--- config.mk ---
export PLATFORM = sky130hd
export DESIGN_NAME = gpio_irq_bank
export DESIGN_NICKNAME = d
export VERILOG_FILES = /design/src/rtl/gpio_irq_pkg.sv /design/src/rtl/gpio_pad_sync.sv /design/src/rtl/gpio_evt_detect.sv /design/src/rtl/gpio_pin_cell.sv /design/src/rtl/gpio_irq_bank.sv
export SDC_FILE = /design/constraint.sdc
export NUM_CORES = 1
export LEC_CHECK = 0
export ABC_AREA = 0
export BUFFER_PORTS_ARGS = -buffer_cell sky130_fd_sc_hd__buf_2
export CELL_PAD_IN_SITES_DETAIL_PLACEMENT = 0
export CELL_PAD_IN_SITES_GLOBAL_PLACEMENT = 2
export CORE_MARGIN = 5
export CORE_UTILIZATION = 27
export CTS_BUF_LIST = sky130_fd_sc_hd__clkbuf_16
export CTS_CLUSTER_DIAMETER = 100
export CTS_CLUSTER_SIZE = 30
export DETAILED_ROUTE_END_ITERATION = 16
export PLACE_DENSITY = 0.65
export SLEW_MARGIN = 20
export SYNTH_ARGS = -nofsm -noshare
export SYNTH_HDL_FRONTEND = slang
export SYNTH_HIERARCHICAL = 1
export SYNTH_SLANG_ARGS = --single-unit
--- constraint.sdc ---
create_clock -name clk -period 1.62 [get_ports clk]
set_input_delay 0.162 -clock clk [delete_from_list [all_inputs] [get_ports clk]]
set_output_delay 0.162 -clock clk [all_outputs]
set_load 0.01 [all_outputs]
--- src/rtl/gpio_irq_pkg.sv ---
package gpio_irq_pkg;
  localparam int SEL_W = 2;

  typedef enum logic [1:0] {
    DET_LEVEL = 2'd0,
    DET_RISE  = 2'd1,
    DET_FALL  = 2'd2,
    DET_BOTH  = 2'd3
  } det_mode_e;

  // bit 0 enable, bit 1 polarity, bits 3:2 mode, bit 4 raw-status enable, bits 7:5 target
  typedef struct packed {
    logic [2:0] target;
    logic       raw_en;
    det_mode_e  mode;
    logic       pol;
    logic       en;
  } cfg_t;

  localparam int REG_W = $bits(cfg_t);

  localparam logic [2:0]       TGT_APP  = 3'd4;
  localparam logic [SEL_W-1:0] SEL_IO   = 2'd0;
  localparam logic [SEL_W-1:0] SEL_CFG  = 2'd1;
  localparam logic [SEL_W-1:0] SEL_STAT = 2'd2;
endpackage

--- src/rtl/gpio_pad_sync.sv ---
module gpio_pad_sync #(
  parameter int STAGES = 2
) (
  input  logic clk,
  input  logic rst,
  input  logic pad_i,
  output logic sync_o,
  output logic prev_o
);
  logic [STAGES-1:0] chain_q;
  logic              prev_q;

  always_ff @(posedge clk) begin
    if (rst) begin
      chain_q <= '0;
      prev_q  <= 1'b0;
    end else begin
      chain_q <= {chain_q[STAGES-2:0], pad_i};
      prev_q  <= chain_q[STAGES-1];
    end
  end

  assign sync_o = chain_q[STAGES-1];
  assign prev_o = prev_q;
endmodule

--- src/rtl/gpio_evt_detect.sv ---
module gpio_evt_detect
  import gpio_irq_pkg::*;
(
  input  logic      sync_i,
  input  logic      prev_i,
  input  det_mode_e mode_i,
  input  logic      pol_i,
  output logic      evt_o
);
  logic rise, fall;

  assign rise = sync_i & ~prev_i;
  assign fall = ~sync_i & prev_i;

  always_comb begin
    unique case (mode_i)
      DET_LEVEL: evt_o = (sync_i == pol_i);
      DET_RISE:  evt_o = rise;
      DET_FALL:  evt_o = fall;
      DET_BOTH:  evt_o = rise | fall;
      default:   evt_o = 1'b0;
    endcase
  end
endmodule

--- src/rtl/gpio_pin_cell.sv ---
module gpio_pin_cell
  import gpio_irq_pkg::*;
#(
  parameter int SYNC_STAGES = 2
) (
  input  logic             clk,
  input  logic             rst,
  input  logic             wr_i,
  input  logic [SEL_W-1:0] sel_i,
  input  logic [REG_W-1:0] wdata_i,
  input  logic             pad_i,
  output logic [REG_W-1:0] rdata_o,
  output logic             pad_out_o,
  output logic             pad_oe_o,
  output logic             req_o
);
  cfg_t cfg_q;
  logic status_q, out_q, oe_q;
  logic sync, prev, evt, clr;

  gpio_pad_sync #(.STAGES(SYNC_STAGES)) u_sync (
    .clk(clk), .rst(rst), .pad_i(pad_i), .sync_o(sync), .prev_o(prev)
  );

  gpio_evt_detect u_det (
    .sync_i(sync), .prev_i(prev), .mode_i(cfg_q.mode), .pol_i(cfg_q.pol), .evt_o(evt)
  );

  assign clr = wr_i && (sel_i == SEL_STAT) && !wdata_i[0];

  always_ff @(posedge clk) begin
    if (rst) begin
      cfg_q    <= '0;
      status_q <= 1'b0;
      out_q    <= 1'b0;
      oe_q     <= 1'b0;
    end else begin
      if (wr_i && sel_i == SEL_CFG) cfg_q <= cfg_t'(wdata_i);
      if (wr_i && sel_i == SEL_IO) begin
        out_q <= wdata_i[1];
        oe_q  <= wdata_i[2];
      end
      if (evt && cfg_q.raw_en) status_q <= 1'b1;
      else if (clr)            status_q <= 1'b0;
    end
  end

  always_comb begin
    unique case (sel_i)
      SEL_IO:   rdata_o = REG_W'({oe_q, out_q, sync});
      SEL_CFG:  rdata_o = cfg_q;
      SEL_STAT: rdata_o = REG_W'(status_q);
      default:  rdata_o = '0;
    endcase
  end

  assign pad_out_o = out_q;
  assign pad_oe_o  = oe_q;
  assign req_o     = status_q && cfg_q.en && (cfg_q.target == TGT_APP);

  // status stays set unless a clear write arrives
  a_r6_sticky: assert property (@(posedge clk) disable iff (rst)
    (status_q && !clr) |=> status_q);
  // a qualifying event always leaves status set, even against a clear
  a_r7_event_wins: assert property (@(posedge clk) disable iff (rst)
    (evt && cfg_q.raw_en) |=> status_q);
  // with raw-status enable off, a clear status remains clear
  a_r8_raw_block: assert property (@(posedge clk) disable iff (rst)
    (!cfg_q.raw_en && !status_q) |=> !status_q);
  // a rising-mode event only follows a rise of the synchronized level
  a_r5_rise_only: assert property (@(posedge clk) disable iff (rst)
    (cfg_q.mode == DET_RISE && evt) |-> $rose(sync));
  // a falling-mode event only follows a fall of the synchronized level
  a_r5_fall_only: assert property (@(posedge clk) disable iff (rst)
    (cfg_q.mode == DET_FALL && evt) |-> $fell(sync));
endmodule

--- src/rtl/gpio_irq_bank.sv ---
module gpio_irq_bank
  import gpio_irq_pkg::*;
#(
  parameter  int NUM_PINS    = 4,
  parameter  int SYNC_STAGES = 2,
  localparam int PIN_W       = (NUM_PINS > 1) ? $clog2(NUM_PINS) : 1,
  localparam int ADDR_W      = PIN_W + SEL_W
) (
  input  logic                clk,
  input  logic                rst,
  input  logic                wr_en,
  input  logic                rd_en,
  input  logic [ADDR_W-1:0]   addr,
  input  logic [REG_W-1:0]    wdata,
  output logic [REG_W-1:0]    rd_data,
  input  logic [NUM_PINS-1:0] pad_in,
  output logic [NUM_PINS-1:0] pad_out,
  output logic [NUM_PINS-1:0] pad_oe,
  output logic [NUM_PINS-1:0] irq_pin,
  output logic                irq_app
);
  logic [PIN_W-1:0]    pin_idx;
  logic [SEL_W-1:0]    sel;
  logic [NUM_PINS-1:0] cell_wr, cell_req;
  logic [REG_W-1:0]    cell_rdata [NUM_PINS];
  logic [REG_W-1:0]    rd_mux, rd_q;
  logic [NUM_PINS-1:0] irq_q;
  logic                app_q;

  assign pin_idx = addr[ADDR_W-1:SEL_W];
  assign sel     = addr[SEL_W-1:0];

  for (genvar i = 0; i < NUM_PINS; i++) begin : g_pin
    assign cell_wr[i] = wr_en && (pin_idx == PIN_W'(i));

    gpio_pin_cell #(.SYNC_STAGES(SYNC_STAGES)) u_cell (
      .clk(clk), .rst(rst), .wr_i(cell_wr[i]), .sel_i(sel), .wdata_i(wdata),
      .pad_i(pad_in[i]), .rdata_o(cell_rdata[i]), .pad_out_o(pad_out[i]),
      .pad_oe_o(pad_oe[i]), .req_o(cell_req[i])
    );

    // a registered pin request traces back to that pin's request
    a_r9_pin_route: assert property (@(posedge clk) disable iff (rst)
      irq_q[i] |-> $past(cell_req[i]));
  end

  always_comb begin
    rd_mux = '0;
    for (int i = 0; i < NUM_PINS; i++)
      if (pin_idx == PIN_W'(i)) rd_mux = cell_rdata[i];
  end

  always_ff @(posedge clk) begin
    if (rst) begin
      rd_q  <= '0;
      irq_q <= '0;
      app_q <= 1'b0;
    end else begin
      rd_q  <= rd_en ? rd_mux : '0;
      irq_q <= cell_req;
      app_q <= |cell_req;
    end
  end

  assign rd_data = rd_q;
  assign irq_pin = irq_q;
  assign irq_app = app_q;

  // outputs are quiet in the first cycle after reset releases
  a_r1_post_reset: assert property (@(posedge clk) disable iff (rst)
    $fell(rst) |-> (!irq_app && irq_pin == '0 && rd_data == '0));
  // the summary request agrees with the per-pin requests
  a_r9_summary: assert property (@(posedge clk) disable iff (rst)
    irq_app == (irq_pin != '0));
endmodule

# Word-level counts from Yosys, hierarchy flattened
# Index checks and enable logic that the tools add are counted.
[word_totals] regBits=69 latch_bits=0 ramBits=0 rom_bits=0 in_bits=20 output_inout_bits=21 word_cells=154 n_memories=0
[classes] addsub=0 n_mul=0 div_mod_pow=0 order_cmp=0 eq_ne=25 n_shift=0 n_mux=20 bitwise_logic=21 reduce_logical=45
[ops] operator="8-bit one-hot mux with 3 select lines" n=4
[ops] operator="1-bit logical AND" n=32
[ops] operator="8-bit 2-to-1 mux" n=4
[ops] operator="2-bit equality test, second input constant" n=11
[ops] operator="1-bit one-hot mux with 4 select lines" n=4
[ops] operator="2-bit by 1-bit equality test with 1-bit output, second input constant" n=6
[ops] operator="3-bit equality test, second input constant" n=4
[ops] operator="2-bit logical NOT" n=6
[ops] operator="1-bit inverter" n=9
[ops] operator="1-bit bitwise AND" n=8
[ops] operator="1-bit 2-to-1 mux" n=8
[ops] operator="2-bit nonzero test" n=4
[ops] operator="1-bit equality test" n=4
[ops] operator="1-bit OR" n=4
[ops] operator="4-bit OR reduction" n=1
[ops] operator="2-bit OR reduction" n=1
[ops] operator="1-bit logical NOT" n=1

# Logic depth before layout (Yosys ltp)
[depth] depth_word=6 ltp_mapped=6 ltp_nobuf=6

# By module
# Netlist, hierarchy kept.
[by_module_without_submodules] module="gpio_pin_cell" n_inst=4 cells_per_inst=65 area_each_um2=613.1
[by_module_without_submodules] module="gpio_irq_bank" n_inst=1 cells_per_inst=53 area_each_um2=566.8
[by_module_without_submodules] module="gpio_pad_sync" n_inst=4 cells_per_inst=6 area_each_um2=78.8
[by_module_without_submodules] module="gpio_evt_detect" n_inst=4 cells_per_inst=7 area_each_um2=67.6

# Worst setup path after synthesis
# No wires, ideal clock.
[synth_path] path_kind="register -> register" startpoint="register g_pin[0].u_cell.u_sync.chain_q[1]" endpoint="register g_pin[0].u_cell.status_q" setup_time_ns=0.130 arrival_time_ns=1.279 t_required_ns=1.490 slack_ns=0.210 stages_incl_launch_ff=7 path_buffers=0 synth_period_minus_slack_ns=1.410 cell_sequence="dfxtp_1 -> inv_1 -> ha_1 -> inv_1 -> mux4_2 -> nand2_1 -> o22ai_1"
[synth_via] elab_chain_len=6
[synth_rtl] item="start: declaration" line="gpio_pad_sync.sv:10" text="logic [STAGES-1:0] chain_q;"
[synth_rtl] item="start signal: assignment" line="gpio_pad_sync.sv:18" text="chain_q <= {chain_q[STAGES-2:0], pad_i};"
[synth_rtl] item="1-bit inverter" line="gpio_evt_detect.sv:13" text="assign fall = ~sync_i & prev_i;"
[synth_rtl] item="1-bit bitwise AND" line="gpio_evt_detect.sv:13"
[synth_rtl] item="1-bit OR" line="gpio_evt_detect.sv:20" text="DET_BOTH: evt_o = rise | fall;"
[synth_rtl] item="1-bit one-hot mux with 4 select lines (*)" line="gpio_evt_detect.sv:16" text="unique case (mode_i)"
[synth_rtl] item="via g_pin[0].u_cell.evt" line="gpio_pin_cell.sv:19" text="logic sync, prev, evt, clr;"
[synth_rtl] item="1-bit logical AND (*)" line="gpio_pin_cell.sv:43" text="if (evt && cfg_q.raw_en) status_q <= 1'b1;"
[synth_rtl] item="1-bit 2-to-1 mux or 2-bit nonzero test (tied branches)"
[synth_rtl] item="end signal: assignment" line="gpio_pin_cell.sv:34" text="status_q <= 1'b0;"
[synth_rtl] item="end signal: assignment" line="gpio_pin_cell.sv:43"
[synth_rtl] item="end signal: assignment" line="gpio_pin_cell.sv:44" text="else if (clr) status_q <= 1'b0;"
[synth_rtl] item="end: declaration" line="gpio_pin_cell.sv:18" text="logic status_q, out_q, oe_q;"
# The timed path passes the listed nets; every way through them passes the cells marked *.
# A chain may end at the register's enable or synchronous reset.

# Worst setup path in the final report
[layout_path] startpoint="register g_pin[2].u_cell.u_sync.chain_q[1]" endpoint="register g_pin[2].u_cell.status_q"
[layout_via] elab_chain_len=6
[layout_rtl] item="start: declaration" line="gpio_pad_sync.sv:10"
[layout_rtl] item="start signal: assignment" line="gpio_pad_sync.sv:18"
[layout_rtl] item="1-bit inverter" line="gpio_evt_detect.sv:13"
[layout_rtl] item="1-bit bitwise AND" line="gpio_evt_detect.sv:13"
[layout_rtl] item="1-bit OR" line="gpio_evt_detect.sv:20"
[layout_rtl] item="1-bit one-hot mux with 4 select lines (*)" line="gpio_evt_detect.sv:16"
[layout_rtl] item="via g_pin[2].u_cell.evt" line="gpio_pin_cell.sv:19"
[layout_rtl] item="1-bit logical AND (*)" line="gpio_pin_cell.sv:43"
[layout_rtl] item="1-bit 2-to-1 mux or 2-bit nonzero test (tied branches)"
[layout_rtl] item="end signal: assignment" line="gpio_pin_cell.sv:34"
[layout_rtl] item="end signal: assignment" line="gpio_pin_cell.sv:43"
[layout_rtl] item="end signal: assignment" line="gpio_pin_cell.sv:44"
[layout_rtl] item="end: declaration" line="gpio_pin_cell.sv:18"
# Marks and branches as above.

==> metrics.cfg <==
[run]
maxCapViolations=0

[global_routing]
overflow=0
antenna_found_initial=0
grt_pass1_wl_um=14900
grt_usage_pct=12.1
grt_max_degree=66
grt_pass1_vias=2767

[cts]
root_buffer=clkbuf_16
post_cts_buffers=0
cts_max_level=3
path_clk_slew_ns=0.06
max-clock-path-buffers=2
cts_sinks=69
ctsHoldBuffers=0
clock_latency_ns=0.34
cts_buffers=9
post_cts_resized=0
cts_tree=done

[sta]
maxSlewHeadroom_pct=67.4
finClkSkew_ns=0.00849
rsz0062_at_grt=no
max_freq_mhz=723
finalSetupViolCount=0
worstMarginPinSlew_ns=0.489
hold_viol_final=0
holdWs_ns=0.0410
timing.final.max_slew_violations=0
finalSetupTns_ns=0
fin_crit_sh_pct=85.4
period_minus_slack_ns=1.38

[placement]
portBuffers=40
gp_congestion=0.749
hpwl_um=6740

[setup_path]
path_buf_inv=2
cp_slowest_stage_delay_ns=0.45
cp.required_ns=1.83
cp_cell_sequence=inv_1 > ha_1 > inv_1 > mux4_2 > nand2_1 > o22ai_1
rrSetupSlack_ns=0.24
cp_top_family=multiplexers
r2r-start=g_pin[2].u_cell/u_sync/chain_q[1]$_SDFF_PP0_
crit_fanout=2
cp-end-kind=flop
path_class=flop to flop
cp_slowest_cell=mux4_2
arrival_ns=1.60
worstSetupStartpointType=flop
crit_start=g_pin[2].u_cell/u_sync/chain_q[1]$_SDFF_PP0_
crit_top_cell=inv_1

[synth]
syn-mean-instance-area_sq_um=9.88
syn_inst=365
synth_xor_area_share_pct=0.972
yosysSeqAreaShare_pct=38.3
synth_top_family_by_area=simple AND/OR/NAND/NOR gates
muxShareOfSynthArea_pct=21.4
synth_top_area_share_pct=38.3
synth_area_leaders=dfxtp_1, mux2i_1, nand2b_1, and2_1, nor2b_1
yosys_warnings=6
synth-compound-area-share_pct=2.64
synth_nets=393
syn_area_sq_um=3600
synth_cell_type_count=24
synthSimpleGateAreaFrac_pct=28.9
yosys.area.top_type=dfxtp_1
yosys_register_bits=69
synth-adder-area-share_pct=2.78

[route]
drcViolationCount=0
drt.antenna.violating_nets=0
drt_iter0_markers=125
via_per_inst=4.39
first_pass_iters=4
wl_per_cell_um=15.2
vias=2610
routed_wl_um=9020

[layout]
n_fill_cell=1379
multi_input_area_sq_um=2040
diodes=0
area.sequential_sq_um=1380
area_growth_pct=21.3
final_nets=442
layout-drive-gt1-share_pct=18.4

[die]
die_y_um=126
dieArea_sq_um=15800
rows=42
core_sq_um=13200
die_width_um=126
ioPinCount=41
initial_core_util_pct=27.3

[run_status]
outcome=finished clean

[hold_path]
hold_path.startpoint=pad_in[1]
min_path_type=input port to flop

[power_and_ir_drop]
power_density_nw_per_um2=933
p_leak_nw=1.77
vdd_drop_max_uv=453

## cells by family after synthesis
kind of cell	count (synthesis)
compound gates	16
xor+xnor	4
buf+inv	31
fa+ha+maj	8
flops	69
simple gates	165
mux	72
## path summary, 6_finish.rpt
path,end,cells past startpoint
min,g_pin[1].u_cell/u_sync/chain_q[0]$_SDFF_PP0_,2
max reg2reg,g_pin[2].u_cell/status_q$_SDFFE_PP0P_,6
max,g_pin[2].u_cell/status_q$_SDFFE_PP0P_,6
min reg2reg,g_pin[1].u_cell/u_sync/chain_q[1]$_SDFF_PP0_,1
## power by group
group	total [mW]	leakage [nW]	switching, mW	internal (mW)
combinational	0.317	1.07	0.166	0.151
sequential	1.74	0.559	0.0173	1.72
clock	2.02	0.147	0.809	1.21
## area by class of cell
| cell class | count | share of cell area, % |
|---|---|---|
| multi-input cells | 265 | 46.7 |
| clock buffers | 9 | 5.15 |
| well taps | 176 | 5.03 |
| flip-flops and latches | 69 | 31.6 |
| inverters | 12 | 1.03 |
| clock inverters | 7 | 1.86 |
| repair buffers | 57 | 8.64 |
## cells in the final DEF (no fill, tap or decap)
| cell | count |
|---|---|
| ha_1 | 8 |
| nor4_1 | 1 |
| bufinv_16 | 1 |
| nor2b_1 | 20 |
| clkinvlp_4 | 1 |
| and3_1 | 1 |
| buf_12 | 4 |
| o22ai_1 | 12 |
| inv_1 | 12 |
| o21ai_0 | 4 |
| inv_6 | 3 |
| nand2b_1 | 76 |
| nand3b_1 | 9 |
| buf_4 | 13 |
| dfxtp_1 | 69 |
| buf_2 | 40 |
| xnor2_1 | 4 |
| and3b_1 | 5 |
| nor4bb_1 | 4 |
| clkbuf_16 | 9 |
| nor3b_1 | 5 |
| mux2i_1 | 68 |
| nand2_1 | 5 |
| mux4_2 | 4 |
| and2_1 | 20 |
| clkinv_4 | 2 |
| nor2_1 | 14 |
| and4_1 | 4 |
| or3b_1 | 1 |
## flip-flops by register name, indices dropped and copies added, names as in the netlist
signal                       cells
g_pin.u_cell/pad_out_o           4
irq_pin                          4
g_pin.u_cell/pad_oe_o            4
g_pin.u_cell/cfg_q              32
g_pin.u_cell/status_q            4
rd_data                          8
g_pin.u_cell/u_sync/prev_o       4
g_pin.u_cell/u_sync/chain_q      8
irq_app                          1
## stage by stage
stage | cell area, sq um | setup WS [ns] | power [mW] | util (%) | std cells
2_1_floorplan | 3600 | 0.210 | 1.97 | - | 365
3_3_place_gp | 4070 | 0.240 | 2.10 | 30.8 | 579
3_5_place_dp | 4070 | 0.204 | 2.10 | 30.8 | 579
4_1_cts | 4370 | 0.222 | 4.16 | 33.2 | 595
5_1_grt | 4370 | 0.142 | 4.27 | 33.2 | 595
6_report | 4370 | 0.237 | 4.08 | 33.2 | 595
## cell usage after synthesis
| cell type | instances |
|---|---|
| and2_1 | 20 |
| and3_1 | 1 |
| and3b_1 | 5 |
| and4_1 | 4 |
| buf_2 | 3 |
| buf_6 | 8 |
| clkbuf_1 | 8 |
| dfxtp_1 | 69 |
| ha_1 | 8 |
| inv_1 | 12 |
| mux2i_1 | 68 |
| mux4_2 | 4 |
| nand2_1 | 5 |
| nand2b_1 | 76 |
| nand3b_1 | 9 |
| nor2_1 | 14 |
| nor2b_1 | 20 |
| nor3b_1 | 5 |
| nor4_1 | 1 |
| nor4bb_1 | 4 |
| o21ai_0 | 4 |
| o22ai_1 | 12 |
| or3b_1 | 1 |
| xnor2_1 | 4 |
## layer usage
layer / share of wire, % / GRT usage, % / up-vias
met4: 2.2 / 5.74 / 0
met5: 0 / 0 / -
met1: 50 / 16.2 / 1226
met2: 45 / 18.7 / 35
li1: - / - / 1336
met3: 3.0 / 2.56 / 13
No activity file was read; power rests on OpenSTA's default activity.
